[src/rtl/perf_irq_pkg.sv]
package perf_irq_pkg;

  localparam int unsigned SEL_W = 2;
  localparam int unsigned NTAP  = 1 << SEL_W;
  localparam int unsigned CFG_W = 8;

  // Time-base bit positions picked by the select field, index = select value
  localparam int unsigned TB_TAPS [NTAP] = '{63, 55, 51, 47};

  // Request indices into the priority selector; higher index wins
  localparam int unsigned REQ_DEC = 0;
  localparam int unsigned REQ_PM  = 1;
  localparam int unsigned REQ_EXT = 2;
  localparam int unsigned NREQ    = 3;

  // Control register, MSB first: bit7 .. bit0
  typedef struct packed {
    logic             smi_redir;
    logic             exc_en;
    logic             trig_en;
    logic             frz_cond;
    logic [SEL_W-1:0] tb_sel;
    logic             tb_en;
    logic             frz_all;
  } pm_cfg_t;

endpackage

[src/rtl/pmi_tb_edge.sv]
module pmi_tb_edge
  import perf_irq_pkg::*;
#(
  parameter int unsigned TB_W = 64
) (
  input  logic             clk,
  input  logic             rst_n,
  input  logic [TB_W-1:0]  tb_value,
  input  logic [SEL_W-1:0] tb_sel,
  input  logic             tb_en,
  output logic             tb_event
);

  logic [NTAP-1:0] tap_bits;
  logic            sel_bit;
  logic            prev_q;
  logic            prev_d;

  for (genvar g = 0; g < NTAP; g++) begin : g_tap
    assign tap_bits[g] = tb_value[TB_TAPS[g]];
  end

  // The value under the current select is compared with the value that
  // the select in force last cycle returned, so a select change can edge.
  always_comb begin
    sel_bit  = tap_bits[tb_sel];
    prev_d   = sel_bit;
    tb_event = tb_en & sel_bit & ~prev_q;
  end

  always_ff @(posedge clk or negedge rst_n) begin
    if (!rst_n) prev_q <= 1'b0;
    else        prev_q <= prev_d;
  end

endmodule

[src/rtl/pmi_req_gate.sv]
module pmi_req_gate
  import perf_irq_pkg::*;
(
  input  logic    clk,
  input  logic    rst_n,
  input  pm_cfg_t cfg,
  input  logic    tb_event,
  input  logic    smi_in,
  input  logic    irq_ack,
  output logic    freeze_pulse,
  output logic    trigger_pulse,
  output logic    smi_exc_req,
  output logic    pm_pending,
  output logic    capture
);

  logic smi_event;
  logic any_event;
  logic frz_d, trg_d, smi_d, pend_d;
  logic frz_q, trg_q, smi_q, pend_q;

  always_comb begin
    smi_event = cfg.smi_redir & smi_in;
    any_event = (tb_event | smi_event) & cfg.exc_en;
    frz_d     = tb_event & cfg.frz_cond & ~cfg.frz_all;
    trg_d     = tb_event & cfg.trig_en  & ~cfg.frz_all;
    smi_d     = smi_in & ~cfg.smi_redir;
    pend_d    = pend_q;
    if (irq_ack)   pend_d = 1'b0;
    if (any_event) pend_d = 1'b1;
    capture   = any_event & ~cfg.frz_all;
  end

  always_ff @(posedge clk or negedge rst_n) begin
    if (!rst_n) begin
      frz_q  <= 1'b0;
      trg_q  <= 1'b0;
      smi_q  <= 1'b0;
      pend_q <= 1'b0;
    end else begin
      frz_q  <= frz_d;
      trg_q  <= trg_d;
      smi_q  <= smi_d;
      pend_q <= pend_d;
    end
  end

  assign freeze_pulse  = frz_q;
  assign trigger_pulse = trg_q;
  assign smi_exc_req   = smi_q;
  assign pm_pending    = pend_q;

endmodule

[src/rtl/pmi_addr_sample.sv]
module pmi_addr_sample #(
  parameter int unsigned AW = 32
) (
  input  logic          clk,
  input  logic          rst_n,
  input  logic          cmpl_valid,
  input  logic [AW-1:0] cmpl_addr,
  input  logic          capture,
  output logic [AW-1:0] sampled_addr
);

  logic [AW-1:0] last_q, last_d;
  logic [AW-1:0] samp_q, samp_d;

  always_comb begin
    last_d = last_q;
    if (cmpl_valid) last_d = cmpl_addr;
    samp_d = samp_q;
    if (capture) samp_d = last_q;
  end

  always_ff @(posedge clk or negedge rst_n) begin
    if (!rst_n) begin
      last_q <= '0;
      samp_q <= '0;
    end else begin
      if (cmpl_valid) last_q <= last_d;
      if (capture)    samp_q <= samp_d;
    end
  end

  assign sampled_addr = samp_q;

endmodule

[src/rtl/pmi_prio_arb.sv]
module pmi_prio_arb #(
  parameter int unsigned N = 3
) (
  input  logic [N-1:0] req,
  input  logic         enable,
  output logic [N-1:0] grant
);

  logic [N:0] taken;

  // Highest index has highest priority
  assign taken[N] = 1'b0;
  for (genvar i = N - 1; i >= 0; i--) begin : g_slot
    assign grant[i] = enable & req[i] & ~taken[i+1];
    assign taken[i] = taken[i+1] | req[i];
  end

endmodule

[src/rtl/perf_irq_ctrl.sv]
module perf_irq_ctrl
  import perf_irq_pkg::*;
#(
  parameter int unsigned TB_W = 64,
  parameter int unsigned AW   = 32
) (
  input  logic             clk,
  input  logic             rst_n,
  input  logic             cfg_we,
  input  logic [CFG_W-1:0] cfg_wdata,
  input  logic [TB_W-1:0]  tb_value,
  input  logic             smi_in,
  input  logic             cmpl_valid,
  input  logic [AW-1:0]    cmpl_addr,
  input  logic             glb_irq_en,
  input  logic             ext_req,
  input  logic             dec_req,
  input  logic             irq_ack,
  output logic             freeze_pulse,
  output logic             trigger_pulse,
  output logic             smi_exc_req,
  output logic             pm_pending,
  output logic [AW-1:0]    sampled_addr,
  output logic [NREQ-1:0]  grant
);

  pm_cfg_t         cfg_q, cfg_d;
  logic            tb_event;
  logic            capture;
  logic [NREQ-1:0] req_vec;

  always_comb begin
    cfg_d = cfg_q;
    if (cfg_we) cfg_d = pm_cfg_t'(cfg_wdata);
  end

  always_ff @(posedge clk or negedge rst_n) begin
    if (!rst_n)      cfg_q <= '0;
    else if (cfg_we) cfg_q <= cfg_d;
  end

  pmi_tb_edge #(.TB_W(TB_W)) u_edge (
    .clk      (clk),
    .rst_n    (rst_n),
    .tb_value (tb_value),
    .tb_sel   (cfg_q.tb_sel),
    .tb_en    (cfg_q.tb_en),
    .tb_event (tb_event)
  );

  pmi_req_gate u_gate (
    .clk           (clk),
    .rst_n         (rst_n),
    .cfg           (cfg_q),
    .tb_event      (tb_event),
    .smi_in        (smi_in),
    .irq_ack       (irq_ack),
    .freeze_pulse  (freeze_pulse),
    .trigger_pulse (trigger_pulse),
    .smi_exc_req   (smi_exc_req),
    .pm_pending    (pm_pending),
    .capture       (capture)
  );

  pmi_addr_sample #(.AW(AW)) u_addr (
    .clk          (clk),
    .rst_n        (rst_n),
    .cmpl_valid   (cmpl_valid),
    .cmpl_addr    (cmpl_addr),
    .capture      (capture),
    .sampled_addr (sampled_addr)
  );

  always_comb begin
    req_vec          = '0;
    req_vec[REQ_EXT] = ext_req;
    req_vec[REQ_PM]  = pm_pending;
    req_vec[REQ_DEC] = dec_req;
  end

  pmi_prio_arb #(.N(NREQ)) u_arb (
    .req    (req_vec),
    .enable (glb_irq_en),
    .grant  (grant)
  );

endmodule

[config.mk]
export PLATFORM = sky130hd
export DESIGN_NAME = perf_irq_ctrl
export DESIGN_NICKNAME = d
export VERILOG_FILES = /design/src/rtl/perf_irq_pkg.sv /design/src/rtl/pmi_tb_edge.sv /design/src/rtl/pmi_req_gate.sv /design/src/rtl/pmi_addr_sample.sv /design/src/rtl/pmi_prio_arb.sv /design/src/rtl/perf_irq_ctrl.sv
export SDC_FILE = /design/constraint.sdc
export NUM_CORES = 1
export LEC_CHECK = 0
export ABC_CLOCK_PERIOD_IN_PS = 1900
export BUFFER_PORTS_ARGS = -buffer_cell sky130_fd_sc_hd__buf_2
export CAP_MARGIN = 10
export CORE_MARGIN = 2
export CORE_UTILIZATION = 47
export DETAILED_ROUTE_END_ITERATION = 10
export GPL_TIMING_DRIVEN = 1
export PLACE_DENSITY = 0.78
export SETUP_SLACK_MARGIN = 0.3
export SLEW_MARGIN = 20
export SYNTH_ARGS = -nofsm -noshare
export SYNTH_HDL_FRONTEND = slang
export SYNTH_SLANG_ARGS = --single-unit
export TNS_END_PERCENT = 50
[constraint.sdc]
create_clock -name clk -period 1.9 [get_ports clk]
set_input_delay 0.38 -clock clk [delete_from_list [all_inputs] [get_ports clk]]
set_output_delay 0.38 -clock clk [all_outputs]
set_load 0.02 [all_outputs]
==> run_results.csv, run 1 <==
group,metric,value,unit
placed_design,port_buffers,91,
clocking,clk_pin_slew,0.09,ns
sta,max_freq,626,MHz
pwr,finalPower,0.00472,W
global_routing,grt_antenna_before_repair,0,
route,antenna_left,0,
yosys,synth_top_area_share,50.3,%
sta,setup_slack,0.302,ns
yosys,yosysMostFrequentCell,"dfrtp_1",
sta,period_minus_slack,1.60,ns
floorplanning,io_pins,152,
clocking,cts_buffers,9,
route,vias_per_cell,5.88,
sta,worst_pin_slew,0.322,ns
critical_path,path_class,"reg2reg",
route,vias,3100,
finish,multi_input_area,0.00181,mm²
critical_path,required,2.12,ns
worst_hold_path,hold_path.startpoint,"irq_ack",
critical_path,worstSetupStartpointType,"register",
clocking,cts_tree,"yes",
critical_path,reg2regPathDepth,4,
critical_path,worstPathArrival,1.82,ns
finish,seq_area,0.00193,mm²
floorplanning,fp.dieW,94.3,µm
sta,relSlewSlack,78.1,%
flow_run,maxCapViolations,0,
yosys,synth_common_cells,"dfrtp_1 (77), nand2_1 (66), a21boi_0 (32), o221ai_1 (32)",
yosys,synthArstFlopShare,100,%
floorplanning,core,0.00781,mm²
sta,timing.final.crit_share,84.1,%
finish,design_area,0.00480,mm²
yosys,synth_top_area_cell,"dfrtp_1",
pwr,p_leak,2.11,nW
yosys,ys_ff_latch,77,
clocking,clk_path_buf_depth,2,
floorplanning,initial_utilization,49.1,%
sta,fin_skew,0.0123,ns
yosys,ys_seq_area_share,50.3,%
finish,final_nets,533,
finish,fill_cells,652,
critical_path,endpoint_kind,"register",
global_routing,grt_usage,22.8,%
floorplanning,dieHeight,94.3,µm
placed_design,dp_hpwl,5.79,mm
global_routing,grt_pass1_vias,3124,
route,drc,0,
floorplanning,dieArea,0.00889,mm²
yosys,ys_top_cells_by_area,"dfrtp_1 (50%), o211ai_2 (9.5%), mux2_2 (8.5%)",
yosys,synth_cell_type_count,26,
sta,slew_violations,0,
pwr,power_density,983,mW/mm²
clocking,cts_sinks,77,
clocking,cts-root-buf,"clkbuf_8",
yosys,synth_edf_count,0,
sta,rsz0062_at_grt,"true",
pwr,ir_worst_vdd,408,µV
clocking,clk_latency,0.36,ns
yosys,ys_warn_count,0,
critical_path,reg2reg_from,"cfg_q[3]$_DFFE_PN0P_",
route,drtIter0Drc,221,
yosys,syn_avg_cell_area,11.6,µm²
route,wirelength,9.71,mm
run_status,status,"finished, final reports clean",
global_routing,grt.overflow.total,0,
sta,setup_viol,0,
route,wire_per_inst,18.4,µm
placed_design,pre_cts_ws,0.144,ns
sta,hold_viol,0,
critical_path,cp_max_fo,17,
route,drt_pass1_iterations,6,
sta,tns,0,ns
worst_hold_path,worstHoldEndpoint,"u_gate.pm_pending$_DFFE_PN0P_",
critical_path,r2r_slack,0.30,ns
finish,n_antenna_cell,0,
global_routing,grt_first_pass_wirelength,15.5,mm
placed_design,placed_area,0.00441,mm²
critical_path,rr_endpoint,"u_addr.sampled_addr[14]$_DFFE_PN0P_",
finish,syn_to_final_growth,25.4,%
yosys,synth_ff_type,"dfrtp_1",
worst_hold_path,hp-class,"in2reg",
placed_design,gp_congestion,0.773,
clocking,cts_max_level,3,
worst_hold_path,whs_path_depth,2,
floorplanning,rows,32,
global_routing,grt_max_degree,43,
yosys,synth_cells,331,
yosys,synth_area,0.00383,mm²
finish,drive_above_1_share,44.7,%
yosys,syn_nets,444,
-- flip-flops by register name, indices dropped and copies added (netlist names) --
signal and cells:
u_gate.pm_pending 1, u_gate.trigger_pulse 1, u_edge.prev_q 1, u_gate.smi_exc_req 1
u_addr.sampled_addr 32, u_addr.last_q 32, u_gate.freeze_pulse 1, cfg_q 8
-- power by group --
part / internal [W] / switching [W] / total (W)
Clock: 0.000873 / 0.000629 / 0.00150
Sequential: 0.00183 / 0.000137 / 0.00197
Combinational: 0.000530 / 0.000717 / 0.00125
-- per-layer routing --
metal | GRT usage (%) | part of all wire, % | vias up
met5 | 0 | 0 | -
met4 | 9.90 | 1.6 | 0
met3 | 4.33 | 5.1 | 12
met2 | 36.8 | 50 | 89
met1 | 30.1 | 43 | 1585
li1 | - | - | 1414
-- timing repair --
action | CTS | global route
gates cloned | 2 | 0
hold endpoints to repair | 11 | 0
hold buffers | 1 | 0
buffers inserted | 0 | 4
gates resized for setup | 4 | 7
pin swaps | 1 | 1
endpoints found under the setup margin | 33 | 36
-- worst max-delay path by stage --
stage,startpoint,to,slack [ns]
final,cfg_q[3]$_DFFE_PN0P_,u_addr.sampled_addr[14]$_DFFE_PN0P_,0.30
after CTS,cfg_q[2]$_DFFE_PN0P_,u_addr.sampled_addr[22]$_DFFE_PN0P_,0.29
after detailed placement,cfg_q[2]$_DFFE_PN0P_,u_addr.sampled_addr[8]$_DFFE_PN0P_,0.14
after global placement,cfg_q[2]$_DFFE_PN0P_,u_addr.sampled_addr[8]$_DFFE_PN0P_,0.18
after global routing,u_gate.pm_pending$_DFFE_PN0P_,grant[0],0.28
after floorplan,u_gate.pm_pending$_DFFE_PN0P_,grant[0],0.33
-- worst max-delay path: stages (launching register included) --
cell and delay (ns):
dfrtp_1 0.42, or3b_4 0.47, buf_4 0.23, o221ai_1 0.21
o211ai_2 0.13
-- layout by cell type (no fill, tap or decap), drive strengths merged --
cell / count
buf: 109
mux2i: 3
bufinv: 3
o221a: 3
nor2b: 2
nor3b: 3
dfrtp: 77
dlygate4sd3: 1
inv: 2
clkbuf: 10
o22a: 1
nand2: 66
and2: 1
o22ai: 1
a21boi: 32
nand2b: 1
mux2: 39
o211ai: 32
clkinv: 2
o221ai: 32
clkinvlp: 1
or3b: 1
nor4bb: 1
o21ai: 1
nand3b: 1
-- area by class of cell --
class	count	share of cell area (%)
Multi-Input combinational cell	220	37.6
Sequential cell	77	40.2
Inverter	2	0.156
Timing Repair Buffer	110	14.4
Tap cell	102	2.66
Clock inverter	6	2.32
Clock buffer	10	2.66
-- kinds of logic after synthesis --
group	Yosys count	share of synthesized area [%]
AND/OR/NAND/NOR	76	8.40
AO/OA/AOI/OAI	100	24.7
multiplexers	42	12.4
flip-flops	77	50.3
buffers and inverters	36	4.15
-- through the flow --
stage	util, %	cells	hold WS (ns)
after global placement	56.5	504	0.239
after detailed placement	56.5	504	0.240
after global routing	61.5	527	0.202
after CTS	60.3	523	0.195
final	61.5	527	0.202
after floorplan	-	331	0.0844
Power figures use the tool's default switching activity.
==> run 2, diff against run 1 <==
--- a/config.mk
+++ b/config.mk
@@ -5,7 +5,7 @@
 export SDC_FILE = /design/constraint.sdc
 export NUM_CORES = 1
 export LEC_CHECK = 0
-export ABC_CLOCK_PERIOD_IN_PS = 1900
+export ABC_CLOCK_PERIOD_IN_PS = 1500
 export BUFFER_PORTS_ARGS = -buffer_cell sky130_fd_sc_hd__buf_2
 export CAP_MARGIN = 10
 export CORE_MARGIN = 2
==> constraint.sdc (replaced) <==
create_clock -name clk -period 1.5 [get_ports clk]
set_input_delay 0.3 -clock clk [delete_from_list [all_inputs] [get_ports clk]]
set_output_delay 0.3 -clock clk [all_outputs]
set_load 0.02 [all_outputs]
==> run 2 against run 1 <==
The flow now finishes with violations (negative setup slack); via count is 0.42% lower; clock skew shrank 0.0057 ns; routed wire length decreased by 1.7%; global-route usage grew 0.28 points; final cell count rose by 0.57%; register-to-register slack worse by 0.32 ns; combinational power rose by 44%; clock power is essentially flat; flip-flop and latch count is the same; sequential power up 28%; first-iteration DRC count decreased by 34%; worst setup slack lost 0.33 ns; critical path type is now reg2out; largest power group unchanged.
==> run_results.csv, run 2 (synthesis gave the netlist of run 1 again) <==
group,metric,value,unit
run_status,status,"finished with violations",
run_status,failed_checks,"negative setup slack",
finish,fin_cells,530,
route,wirelength,9.54,mm
sta,hold_viol,0,
pwr,ir_worst_vdd,658,µV
finish,fill_cells,606,
critical_path,cp_max_fo,3,
floorplanning,dieHeight,94.3,µm
pwr,p_leak,2.25,nW
pwr,power_density,1140,mW/mm²
placed_design,placed_cells,512,
sta,worst_pin_slew,0.407,ns
global_routing,grt_usage,23.1,%
floorplanning,rows,32,
critical_path,required,1.20,ns
finish,syn_to_final_growth,33.2,%
sta,max_freq,653,MHz
critical_path,worstPathArrival,1.23,ns
clocking,cts-root-buf,"clkbuf_8",
floorplanning,initial_utilization,49.1,%
clocking,cts_sinks,77,
clocking,cts_tree,"yes",
finish,final_common_cell,"dfrtp_1",
global_routing,grt_antenna_before_repair,0,
sta,slew_violations,0,
critical_path,worstSetupStartpointType,"register",
critical_path,path_class,"reg2out",
worst_hold_path,whs_path_depth,2,
route,antenna_left,0,
route,wire_per_inst,18.0,µm
sta,timing.final.crit_share,102,%
finish,final_cell_mix,"dfrtp_1 (76), nand2_1 (66), buf_2 (56), buf_6 (39), a21boi_0 (32)",
sta,fin_skew,0.00659,ns
flow_run,maxCapViolations,0,
critical_path,endpoint_kind,"output port",
placed_design,dp_hpwl,6.16,mm
sta,period_minus_slack,1.53,ns
placed_design,port_buffers,91,
critical_path,path_buf_inv,1,
sta,setup_viol,3,
critical_path,critical-path-slowest-cell,"dfrtp_1",
route,vias,3087,
global_routing,grt.overflow.total,0,
global_routing,grt_first_pass_wirelength,16.0,mm
placed_design,placed_area,0.00454,mm²
finish,final_nets,537,
finish,final_util,65.4,%
sta,setup_slack,-0.0309,ns
sta,rsz0062_at_grt,"true",
finish,design_area,0.00510,mm²
route,drt_pass1_iterations,4,
route,vias_per_cell,5.82,
global_routing,grt_pass1_vias,3240,
floorplanning,core,0.00781,mm²
finish,n_antenna_cell,0,
route,drtIter0Drc,145,
critical_path,crit_family,"flip-flops",
critical_path,worstPathCellList,"nor4bb_4 -> buf_4",
floorplanning,fp.dieW,94.3,µm
clocking,clk_latency,0.34,ns
clocking,cts_buffers,9,
sta,relSlewSlack,72.9,%
finish,drive_above_1_share,48.6,%
global_routing,grt_max_degree,78,
critical_path,reg2regPathDepth,4,
placed_design,pre_cts_ws,-0.0138,ns
clocking,clk_path_buf_depth,2,
sta,hold_ws,0.159,ns
critical_path,max_stage_delay,0.42,ns
critical_path,cp.depth,2,
route,drc,0,
clocking,clk_pin_slew,0.07,ns
floorplanning,io_pins,152,
placed_design,gp_congestion,0.809,
floorplanning,dieArea,0.00889,mm²
worst_hold_path,hp-class,"in2reg",
clocking,cts_max_level,3,
==> run 2: changes by cell type in the layout (fill, tap and decap cells not counted), moves of 3 or more <==
cell,before,now
buf_2,90,56
buf_6,2,39
nor3b_1,3,0
nor3b_2,0,3
o221ai_1,32,21
o221ai_2,0,10
==> run 2: area by class of cell <==
cell class / count / area, µm² / share of cell area [%]
Sequential cell: 77 / 1930 / 37.8
Multi-Input combinational cell: 218 / 1880 / 36.8
Timing Repair Buffer: 116 / 982 / 19.2
Clock buffer: 10 / 128 / 2.50
Tap cell: 102 / 128 / 2.50
Clock inverter: 5 / 52.6 / 1.03
Inverter: 2 / 7.51 / 0.147
==> run 2: path summary, 6_finish.rpt <==
kind                                               startpoint                                  to  slack [ns]
worst max register to register           cfg_q[3]$_DFFE_PN0P_  u_addr.sampled_addr[9]$_DFFE_PN0P_       -0.02
worst min register to register   u_addr.last_q[3]$_DFFE_PN0P_        u_addr.last_q[3]$_DFFE_PN0P_        0.50
max in group asynchronous                               rst_n                cfg_q[2]$_DFFE_PN0P_        0.66
worst min-delay path                                  irq_ack       u_gate.pm_pending$_DFFE_PN0P_        0.16
worst max-delay path            u_gate.pm_pending$_DFFE_PN0P_                            grant[0]       -0.03
min in group asynchronous                               rst_n       u_addr.last_q[11]$_DFFE_PN0P_        0.52
==> run 2: what timing repair did <==
action / in CTS / in global routing
pin swaps: 1 / 2
endpoints found under the setup margin: 71 / 71
endpoints found under the hold margin: 76 / 0
hold buffers: 1 / 0
buffers inserted: 0 / 1
resized for setup: 82 / 11
gates cloned: 1 / 0
==> run 2: power breakdown <==
part	switching [W]	total, W	internal (W)
Clock	0.000743	0.00149	0.000752
Combinational	0.000927	0.00180	0.000875
Sequential	0.000213	0.00253	0.00232
Total	0.00188	0.00583	0.00395
==> run 2: stage by stage <==
| step | power, W | setup TNS [ns] |
|---|---|---|
| floorplan | 0.00353 | 0 |
| global placement | 0.00402 | 0 |
| detailed placement | 0.00408 | -0.0138 |
| CTS | 0.00583 | -0.0484 |
| global route | 0.00614 | -0.615 |
| finish | 0.00583 | -0.0630 |
==> run 2: worst reg2reg max path, delay by kind of cell, from the launching register on <==
family                 cells  cell delay, ns
AOI/OAI and AO/OA          2            0.46
buffers and inverters      1            0.17
DFF                        1            0.39
and+or+nand+nor            1            0.42
==> run 2: layer usage <==
layer	share of wire, %	up-vias	global-route usage [%]
li1	-	1408	-
met1	42	1571	30.6
met2	52	93	38.4
met3	4.6	15	3.69
met4	1.5	0	8.33
met5	0	-	0
